File: src/rtl/scan_ser_pkg.sv
package scan_ser_pkg;

   typedef enum logic [1:0] {
      ST_IDLE  = 2'd0,
      ST_RUN   = 2'd1,
      ST_FLUSH = 2'd2,
      ST_DONE  = 2'd3
   } eng_state_t;

   // levels held by an unselected scan port
   localparam logic REST_TCK = 1'b0;
   localparam logic REST_TMS = 1'b1;
   localparam logic REST_TDI = 1'b1;

endpackage

File: src/rtl/scan_fifo.sv
module scan_fifo #(
   parameter int DW    = 8,
   parameter int DEPTH = 4
) (
   input  logic          clk,
   input  logic          rst_n,
   input  logic          wr_valid,
   input  logic [DW-1:0] wr_data,
   output logic          wr_ready,
   output logic          rd_valid,
   output logic [DW-1:0] rd_data,
   input  logic          rd_ready
);
   localparam int AW = $clog2(DEPTH);

   initial begin
      assert (DEPTH >= 2 && (1 << AW) == DEPTH)
         else $error("scan_fifo: DEPTH must be a power of two, at least 2");
   end

   logic [DW-1:0] mem_q [DEPTH];
   logic [AW-1:0] wp_q, rp_q;
   logic [AW:0]   fill_q;
   logic          push, pop;

   always_comb begin
      wr_ready = (fill_q != (AW+1)'(DEPTH));
      rd_valid = (fill_q != '0);
      rd_data  = mem_q[rp_q];
      push     = wr_valid && wr_ready;
      pop      = rd_valid && rd_ready;
   end

   always_ff @(posedge clk) begin
      if (!rst_n) begin
         wp_q   <= '0;
         rp_q   <= '0;
         fill_q <= '0;
      end else begin
         if (push) begin
            mem_q[wp_q] <= wr_data;
            wp_q        <= wp_q + AW'(1);
         end
         if (pop) rp_q <= rp_q + AW'(1);
         case ({push, pop})
            2'b10:   fill_q <= fill_q + (AW+1)'(1);
            2'b01:   fill_q <= fill_q - (AW+1)'(1);
            default: fill_q <= fill_q;
         endcase
      end
   end
endmodule

File: src/rtl/scan_shift_engine.sv
module scan_shift_engine
   import scan_ser_pkg::*;
#(
   parameter int W     = 8,
   parameter int CNT_W = 32
) (
   input  logic             clk,
   input  logic             rst_n,
   input  logic             start,
   input  logic [CNT_W-1:0] start_count,
   input  logic             src_valid,
   input  logic [W-1:0]     src_tdi,
   input  logic [W-1:0]     src_tms,
   output logic             src_pop,
   output logic             snk_push,
   output logic [W-1:0]     snk_data,
   input  logic             snk_ready,
   input  logic             tdo_in,
   output logic             tck,
   output logic             tms,
   output logic             tdi,
   output logic             busy,
   output logic             done
);
   localparam int BW = $clog2(W + 1);

   eng_state_t       st_q;
   logic [CNT_W-1:0] remain_q;
   logic             tck_q;
   logic [W-1:0]     tdi_sr_q, tms_sr_q, tdo_sr_q;
   logic [BW-1:0]    in_left_q, out_fill_q;

   logic running, in_empty, out_full, accept, load, rise, fall, drain;
   logic [W-1:0] cap_mask;

   always_comb begin
      running  = (st_q == ST_RUN);
      in_empty = (in_left_q == '0);
      out_full = (out_fill_q == BW'(W));
      accept   = start && (st_q == ST_IDLE || st_q == ST_DONE);
      load     = running && in_empty && src_valid;
      rise     = running && !tck_q && !in_empty && !out_full;
      fall     = tck_q;
      drain    = snk_ready && ((running && out_full) ||
                               (st_q == ST_FLUSH && out_fill_q != '0));
      cap_mask = {{(W-1){1'b0}}, tdo_in} << out_fill_q;
      src_pop  = load;
      snk_push = drain;
      snk_data = tdo_sr_q;
      tck      = tck_q;
      tdi      = tdi_sr_q[0];
      tms      = tms_sr_q[0];
      busy     = running || (st_q == ST_FLUSH);
      done     = (st_q == ST_DONE);
   end

   always_ff @(posedge clk) begin
      if (!rst_n) begin
         st_q       <= ST_IDLE;
         remain_q   <= '0;
         tck_q      <= 1'b0;
         tdi_sr_q   <= '0;
         tms_sr_q   <= '0;
         tdo_sr_q   <= '0;
         in_left_q  <= '0;
         out_fill_q <= '0;
      end else if (accept) begin
         st_q       <= (start_count == '0) ? ST_DONE : ST_RUN;
         remain_q   <= start_count;
         tck_q      <= 1'b0;
         tdo_sr_q   <= '0;
         in_left_q  <= '0;
         out_fill_q <= '0;
      end else begin
         if (load) begin
            tdi_sr_q  <= src_tdi;
            tms_sr_q  <= src_tms;
            in_left_q <= BW'(W);
         end
         if (rise) tck_q <= 1'b1;
         if (fall) begin
            tck_q      <= 1'b0;
            tdi_sr_q   <= tdi_sr_q >> 1;
            tms_sr_q   <= tms_sr_q >> 1;
            in_left_q  <= in_left_q - BW'(1);
            remain_q   <= remain_q - CNT_W'(1);
            tdo_sr_q   <= tdo_sr_q | cap_mask;
            out_fill_q <= out_fill_q + BW'(1);
            if (remain_q == CNT_W'(1)) st_q <= ST_FLUSH;
         end
         if (drain) begin
            tdo_sr_q   <= '0;
            out_fill_q <= '0;
            if (st_q == ST_FLUSH) st_q <= ST_DONE;
         end
         if (st_q == ST_FLUSH && out_fill_q == '0) st_q <= ST_DONE;
      end
   end
endmodule

File: src/rtl/scan_pin_mux.sv
module scan_pin_mux
   import scan_ser_pkg::*;
#(
   parameter bit EXT_EN = 1'b1
) (
   input  logic sel_ext,
   input  logic tck,
   input  logic tms,
   input  logic tdi,
   output logic tdo,
   output logic bp_tck,
   output logic bp_tms,
   output logic bp_tdi,
   input  logic bp_tdo,
   output logic ext_tck,
   output logic ext_tms,
   output logic ext_tdi,
   input  logic ext_tdo
);
   generate
      if (EXT_EN) begin : g_two_ports
         always_comb begin
            bp_tck  = sel_ext ? REST_TCK : tck;
            bp_tms  = sel_ext ? REST_TMS : tms;
            bp_tdi  = sel_ext ? REST_TDI : tdi;
            ext_tck = sel_ext ? tck : REST_TCK;
            ext_tms = sel_ext ? tms : REST_TMS;
            ext_tdi = sel_ext ? tdi : REST_TDI;
            tdo     = sel_ext ? ext_tdo : bp_tdo;
         end
      end else begin : g_bp_only
         always_comb begin
            bp_tck  = tck;
            bp_tms  = tms;
            bp_tdi  = tdi;
            ext_tck = REST_TCK;
            ext_tms = REST_TMS;
            ext_tdi = REST_TDI;
            tdo     = bp_tdo;
         end
      end
   endgenerate
endmodule

File: src/rtl/scan_serializer.sv
module scan_serializer #(
   parameter int W      = 8,
   parameter int DEPTH  = 4,
   parameter int CNT_W  = 32,
   parameter bit EXT_EN = 1'b1
) (
   input  logic             clk,
   input  logic             rst_n,
   input  logic             start,
   input  logic [CNT_W-1:0] start_count,
   output logic             busy,
   output logic             done,
   input  logic             sel_ext,
   input  logic             in_valid,
   output logic             in_ready,
   input  logic [W-1:0]     in_tdi,
   input  logic [W-1:0]     in_tms,
   output logic             out_valid,
   input  logic             out_ready,
   output logic [W-1:0]     out_data,
   output logic             bp_tck,
   output logic             bp_tms,
   output logic             bp_tdi,
   input  logic             bp_tdo,
   output logic             ext_tck,
   output logic             ext_tms,
   output logic             ext_tdi,
   input  logic             ext_tdo
);
   localparam int PAIR_W = 2 * W;

   initial begin
      assert (W >= 2) else $error("scan_serializer: W must be at least 2");
      assert (CNT_W >= 1 && CNT_W <= 32)
         else $error("scan_serializer: CNT_W must lie in 1..32");
   end

   logic              src_valid, src_pop, snk_push, snk_ready;
   logic [PAIR_W-1:0] src_pair;
   logic [W-1:0]      snk_data;
   logic              tck_i, tms_i, tdi_i, tdo_i;

   scan_fifo #(.DW(PAIR_W), .DEPTH(DEPTH)) u_in_buf (
      .clk(clk), .rst_n(rst_n),
      .wr_valid(in_valid), .wr_data({in_tms, in_tdi}), .wr_ready(in_ready),
      .rd_valid(src_valid), .rd_data(src_pair), .rd_ready(src_pop)
   );

   scan_shift_engine #(.W(W), .CNT_W(CNT_W)) u_engine (
      .clk(clk), .rst_n(rst_n),
      .start(start), .start_count(start_count),
      .src_valid(src_valid), .src_tdi(src_pair[W-1:0]),
      .src_tms(src_pair[PAIR_W-1:W]), .src_pop(src_pop),
      .snk_push(snk_push), .snk_data(snk_data), .snk_ready(snk_ready),
      .tdo_in(tdo_i), .tck(tck_i), .tms(tms_i), .tdi(tdi_i),
      .busy(busy), .done(done)
   );

   scan_fifo #(.DW(W), .DEPTH(DEPTH)) u_out_buf (
      .clk(clk), .rst_n(rst_n),
      .wr_valid(snk_push), .wr_data(snk_data), .wr_ready(snk_ready),
      .rd_valid(out_valid), .rd_data(out_data), .rd_ready(out_ready)
   );

   scan_pin_mux #(.EXT_EN(EXT_EN)) u_pins (
      .sel_ext(sel_ext), .tck(tck_i), .tms(tms_i), .tdi(tdi_i), .tdo(tdo_i),
      .bp_tck(bp_tck), .bp_tms(bp_tms), .bp_tdi(bp_tdi), .bp_tdo(bp_tdo),
      .ext_tck(ext_tck), .ext_tms(ext_tms), .ext_tdi(ext_tdi), .ext_tdo(ext_tdo)
   );
endmodule

File: config.mk
export PLATFORM = sky130hd
export DESIGN_NAME = scan_serializer
export DESIGN_NICKNAME = d
export VERILOG_FILES = /design/src/rtl/scan_ser_pkg.sv /design/src/rtl/scan_fifo.sv /design/src/rtl/scan_shift_engine.sv /design/src/rtl/scan_pin_mux.sv /design/src/rtl/scan_serializer.sv
export SDC_FILE = /design/constraint.sdc
export NUM_CORES = 1
export LEC_CHECK = 0
export ABC_AREA = 1
export BUFFER_PORTS_ARGS = -buffer_cell sky130_fd_sc_hd__buf_4
export CAP_MARGIN = 30
export CORE_ASPECT_RATIO = 2
export CORE_MARGIN = 4
export CORE_UTILIZATION = 55
export CTS_BUF_LIST = sky130_fd_sc_hd__clkbuf_8
export CTS_CLUSTER_DIAMETER = 100
export DETAILED_ROUTE_END_ITERATION = 8
export HOLD_SLACK_MARGIN = 0.1
export PLACE_DENSITY = 0.82
export SLEW_MARGIN = 20
export SYNTH_ARGS = -nofsm -noshare
export SYNTH_HDL_FRONTEND = slang
export SYNTH_SLANG_ARGS = --single-unit
File: constraint.sdc
create_clock -name clk -period 2 [get_ports clk]
set_input_delay 0.2 -clock clk [delete_from_list [all_inputs] [get_ports clk]]
set_output_delay 0.2 -clock clk [all_outputs]
set_load 0.05 [all_outputs]
==> impl_table.tex <==
\begin{tabular}{lr}
\hline
Metric & Value \\
\hline
\multicolumn{2}{l}{\textbf{CTS}} \\
\quad Clock edge transition at the registers on the reported setup and hold paths & 120 ps \\
\quad Clock tree from TritonCTS & built \\
\quad TritonCTS Buffers & 17 \\
\quad Clk sinks & 181 \\
\quad Bufs on Longest Clock Path & 2 \\
\quad Clock root buffer & clkbuf\_8 \\
\quad Maximum level of the CTS H-tree & 4 \\
\quad Later-pin clock latency in the skew report & approximately 470 ps \\
\multicolumn{2}{l}{\textbf{Logic synthesis}} \\
\quad Proportion of synthesized chip area in sequential cells & 0.531 \\
\quad Synthesis-stage register bit count & between 150 and 200 \\
\quad Most frequent cell after synthesis & nand2\_1 \\
\quad Unique masters post-synth & slightly above 40 \\
\quad Leading cell types by total area after synthesis & edfxtp\_1, dfxtp\_1, nand2\_1 \\
\quad List of most frequent post-synthesis cells & nand2\_1, nor2\_1, inv\_1 \\
\quad Number of standard cells after synthesis & roughly 1.0k \\
\quad Post-synth net total & between 1k and 1.5k \\
\quad Number of enable flip-flop cells after synthesis & 96 \\
\quad Proportion of netlist area held by the largest area contributor & 0.334 \\
\quad Cell area after technology mapping & between 8000 and 9000 um2 \\
\quad Primary flip-flop cell chosen by synthesis mapping & edfxtp\_1 \\
\quad Cell type with the highest aggregate area in the netlist & edfxtp\_1 \\
\quad Average instance area after synthesis & between 8 and 9 um2 \\
\quad Share of async-settable or async-resettable flops after synthesis & 0 \\
\quad YS warnings & 0 \\
\multicolumn{2}{l}{\textbf{Cells and area}} \\
\quad Area growth, synth to finish & 20.4\% \\
\quad Fill cell total of the finished layout & $\sim$1.3k \\
\quad Layout net count & 1,239 \\
\quad Core utilization of the finished layout & 0.677 \\
\quad Antenna diode count & 0 \\
\quad Fraction of layout cells with a size suffix above 1 & 0.191 \\
\quad Post-route standard cell area excluding fillers & between 10,000 and 15,000 um2 \\
\multicolumn{2}{l}{\textbf{Global route}} \\
\quad Number of global-route vias before repair & roughly 7.3k \\
\quad First-pass GRT wire length & about 34,000 um \\
\quad Maximum number of pins on one net before global-route repair & 49 \\
\quad Initial antenna violation count & 0 \\
\quad Global-route total usage across every layer & 0.232 \\
\quad Overflow after GRT & 0 \\
\multicolumn{2}{l}{\textbf{Placement}} \\
\quad Global placement routability congestion & 0.964 \\
\quad Dpl cell area & approximately 9600 um2 \\
\quad Number of port buffers & 73 \\
\quad Half-perimeter wire length after placement & around 15,000 um \\
\quad Pre-CTS WS & around 7.7 ps \\
\multicolumn{2}{l}{\textbf{Power}} \\
\quad Worst IR drop on VDD & about 0.00066 V \\
\quad Internal Dissipation & about 5.6 mW \\
\quad Switching share of total power & 0.327 \\
\quad Leakage Power & 4.20 nW \\
\quad Combinational fraction of design power & 0.195 \\
\quad Clock power frac & 0.305 \\
\quad Part of the total power dissipated in sequential elements & 0.500 \\
\quad Power per unit of standard cell area & $\sim$800 nW/um2 \\
\quad Switching power & approximately 2.7 mW \\
\multicolumn{2}{l}{\textbf{Die}} \\
\quad Total number of placement rows & 64 \\
\quad Area of the core & about 15,000 um2 \\
\quad Initial core utilization & 0.562 \\
\quad Full die area & 17,900 um2 \\
\quad Height of the chip & 185 um \\
\quad IO Count & 74 \\
\quad Width of the die & just under 100 um \\
\multicolumn{2}{l}{\textbf{Critical path}} \\
\quad Maximum fanout count along the critical path & 4 \\
\quad Count of buffer and inverter cells on the critical path & 4 \\
\quad Crit-path most repeated cell & inv\_2 \\
\quad Required @ worst endpoint & approximately 2400 ps \\
\quad Crit-path slowest cell & fa\_2 \\
\quad Delay-heaviest family, CP & adder cells \\
\quad Chain of cells forming the critical path & inv\_2, ha\_4, inv\_2, buf\_6, nor3\_4, ha\_2, inv\_4, fa\_2, a21oi\_2, o21ai\_2, o21ai\_1, a21oi\_1 \\
\quad Worst setup EP type & flip-flop \\
\quad Worst Setup Path Type & reg -> reg \\
\quad Delay of the slowest critical-path stage & about 370 ps \\
\quad Crit start category & flip-flop \\
\quad Worst EP arrival & between 2000 and 2500 ps \\
\multicolumn{2}{l}{\textbf{Routing}} \\
\quad Routed length per instance & about 15 um \\
\quad Mean number of vias per cell & 5.33 \\
\quad First-pass iteration count of the detailed router & 5 \\
\quad Number of design-rule violations left by the first detailed-router iteration & $\sim$270 \\
\quad Number of routed nets with antenna violations & 0 \\
\quad Vias & between 7k and 8k \\
\quad Aggregate routed wire length & 20,400 um \\
\quad Residual DRC count & 0 \\
\multicolumn{2}{l}{\textbf{Outcome}} \\
\quad Outcome & finished with violations \\
\quad Violations in the final reports & negative setup slack \\
\multicolumn{2}{l}{\textbf{Timing}} \\
\quad Final WS setup & -28.6 ps \\
\quad Share of the cycle needed by the critical path after routing & 1.01 \\
\quad Clock Skew & between 20 and 30 ps \\
\quad Final hold violations & 0 \\
\quad Pin slew with the least headroom to its limit & between 600 and 700 ps \\
\quad Post-Route Hold Slack & between 100 and 150 ps \\
\quad Number of max-slew violations in the final report & 0 \\
\quad Setup Viol. Count Final & 2 \\
\quad Final-layout setup total negative slack & -47.9 ps \\
\quad Shortest clock period the worst path allows after layout & between 2000 and 2500 ps \\
\quad RSZ-0062 raised after global routing & true \\
\quad F\_max & around 0.49 GHz \\
\quad Worst slew slack as a fraction of its limit & 0.577 \\
\multicolumn{2}{l}{\textbf{Min path}} \\
\quad Type of the tightest min-delay check & in -> reg \\
\multicolumn{2}{l}{\textbf{Job}} \\
\quad MaxCap Viol Count & 0 \\
\hline
\end{tabular}
power groups by stage:
stage / Combinational (mW) / Sequential (mW) / Clock (mW)
3_3_place_gp: 1.51 / 4.22 / 0
5_1_grt: 1.81 / 4.17 / 2.77
2_1_floorplan: 1.08 / 4.21 / 0
3_5_place_dp: 1.53 / 4.23 / 0
6_report: 1.62 / 4.15 / 2.54
4_1_cts: 1.59 / 4.14 / 2.57
tightest hold or removal path, stage by stage:
cell	delay, ps
buf_4	110
inv_1	60
o22ai_1	80
inv_1	50
a21oi_1	50
stage by stage:
step,instances,power [mW]
after floorplan,1040,5.29
after detailed placement,1309,5.76
final,1374,8.31
after global routing,1374,8.75
after CTS,1370,8.30
after global placement,1309,5.73
cells in the final DEF, fill, tap and decap left out, types with 3 or more instances in the layout:
cell	count
nor2_2	9
a31oi_1	11
clkinv_8	6
o21ai_0	81
dfxtp_2	6
nand3_1	38
inv_1	100
nor2_4	4
buf_4	100
nor3_1	12
ha_1	13
nand4_1	7
ha_2	3
o22ai_1	17
buf_6	5
a21oi_2	13
inv_8	3
dfxtp_1	78
nand2_2	15
edfxtp_1	96
dlygate4sd3_1	29
clkbuf_8	17
nand3_2	4
inv_2	16
nand2_1	204
a21oi_1	55
o21ai_1	28
xor2_1	4
nor2_1	168
cells by family (layout without fill, tap and decap cells):
kind of cell | count (synthesis) | in the layout | synth area share
flip-flops | 181 | 181 | 0.531
adder cells (fa/ha/maj) | 20 | 20 | 0.0307
AO/OA/AOI/OAI | 212 | 212 | 0.134
XOR/XNOR | 4 | 4 | 0.00405
buffers and inverters | 153 | 289 | 0.0711
AND/OR/NAND/NOR | 470 | 470 | 0.230
metal layers:
metal	global-route usage	routed length, um	vias up
met3	0.0377	788	62
met1	0.227	7170	3377
met5	0	0	-
li1	-	-	3679
met2	0.459	11700	202
met4	0.119	786	0
sequential cells by signal (all words and copies together) (netlist names), named ones only:
name / cells
u_engine.in_left_q: 4
u_engine.out_fill_q: 4
u_engine.remain_q: 32
u_engine.snk_data: 8
u_engine.st_q: 2
u_engine.tck: 1
u_engine.tdi_sr_q: 8
u_engine.tms_sr_q: 8
u_in_buf.fill_q: 3
u_in_buf.mem_q: 64
u_in_buf.rp_q: 2
u_in_buf.wp_q: 2
u_out_buf.fill_q: 3
u_out_buf.mem_q: 32
u_out_buf.rp_q: 2
u_out_buf.wp_q: 2
what timing repair did:
item,4_1_cts,5_1_grt
gates cloned,0,1
setup endpoints to repair,2,65
pin swaps,2,10
gates resized for setup,1,31
endpoints found under the hold margin,90,0
hold buffers,29,0
setup buffers,0,3
cell type report:
cell class                      instances  area [um2]  area share
Timing Repair Buffer                  135        1120       0.107
Clock inverter                         15         199      0.0191
Inverter                              121         464      0.0446
Clock buffer                           17         234      0.0225
Tap cell                              198         248      0.0238
Timing Repair inverter                  1        7.51    0.000721
Sequential cell                       181        4600       0.442
Multi-Input combinational cell        706        3540       0.340
worst paths after layout:
check	from	end	slack, ps	cells past startpoint
worst max-delay path	u_engine.st_q[1]	u_in_buf.fill_q[2]	-30	12
worst min-delay path	start_count[22]	u_engine.remain_q[22]	120	5
worst max register to register	u_engine.st_q[1]	u_in_buf.fill_q[2]	-30	12
worst min register to register	u_engine.tms_sr_q[7]	u_engine.tms_sr_q[7]	470	2
(Power assumes the default switching activity.)
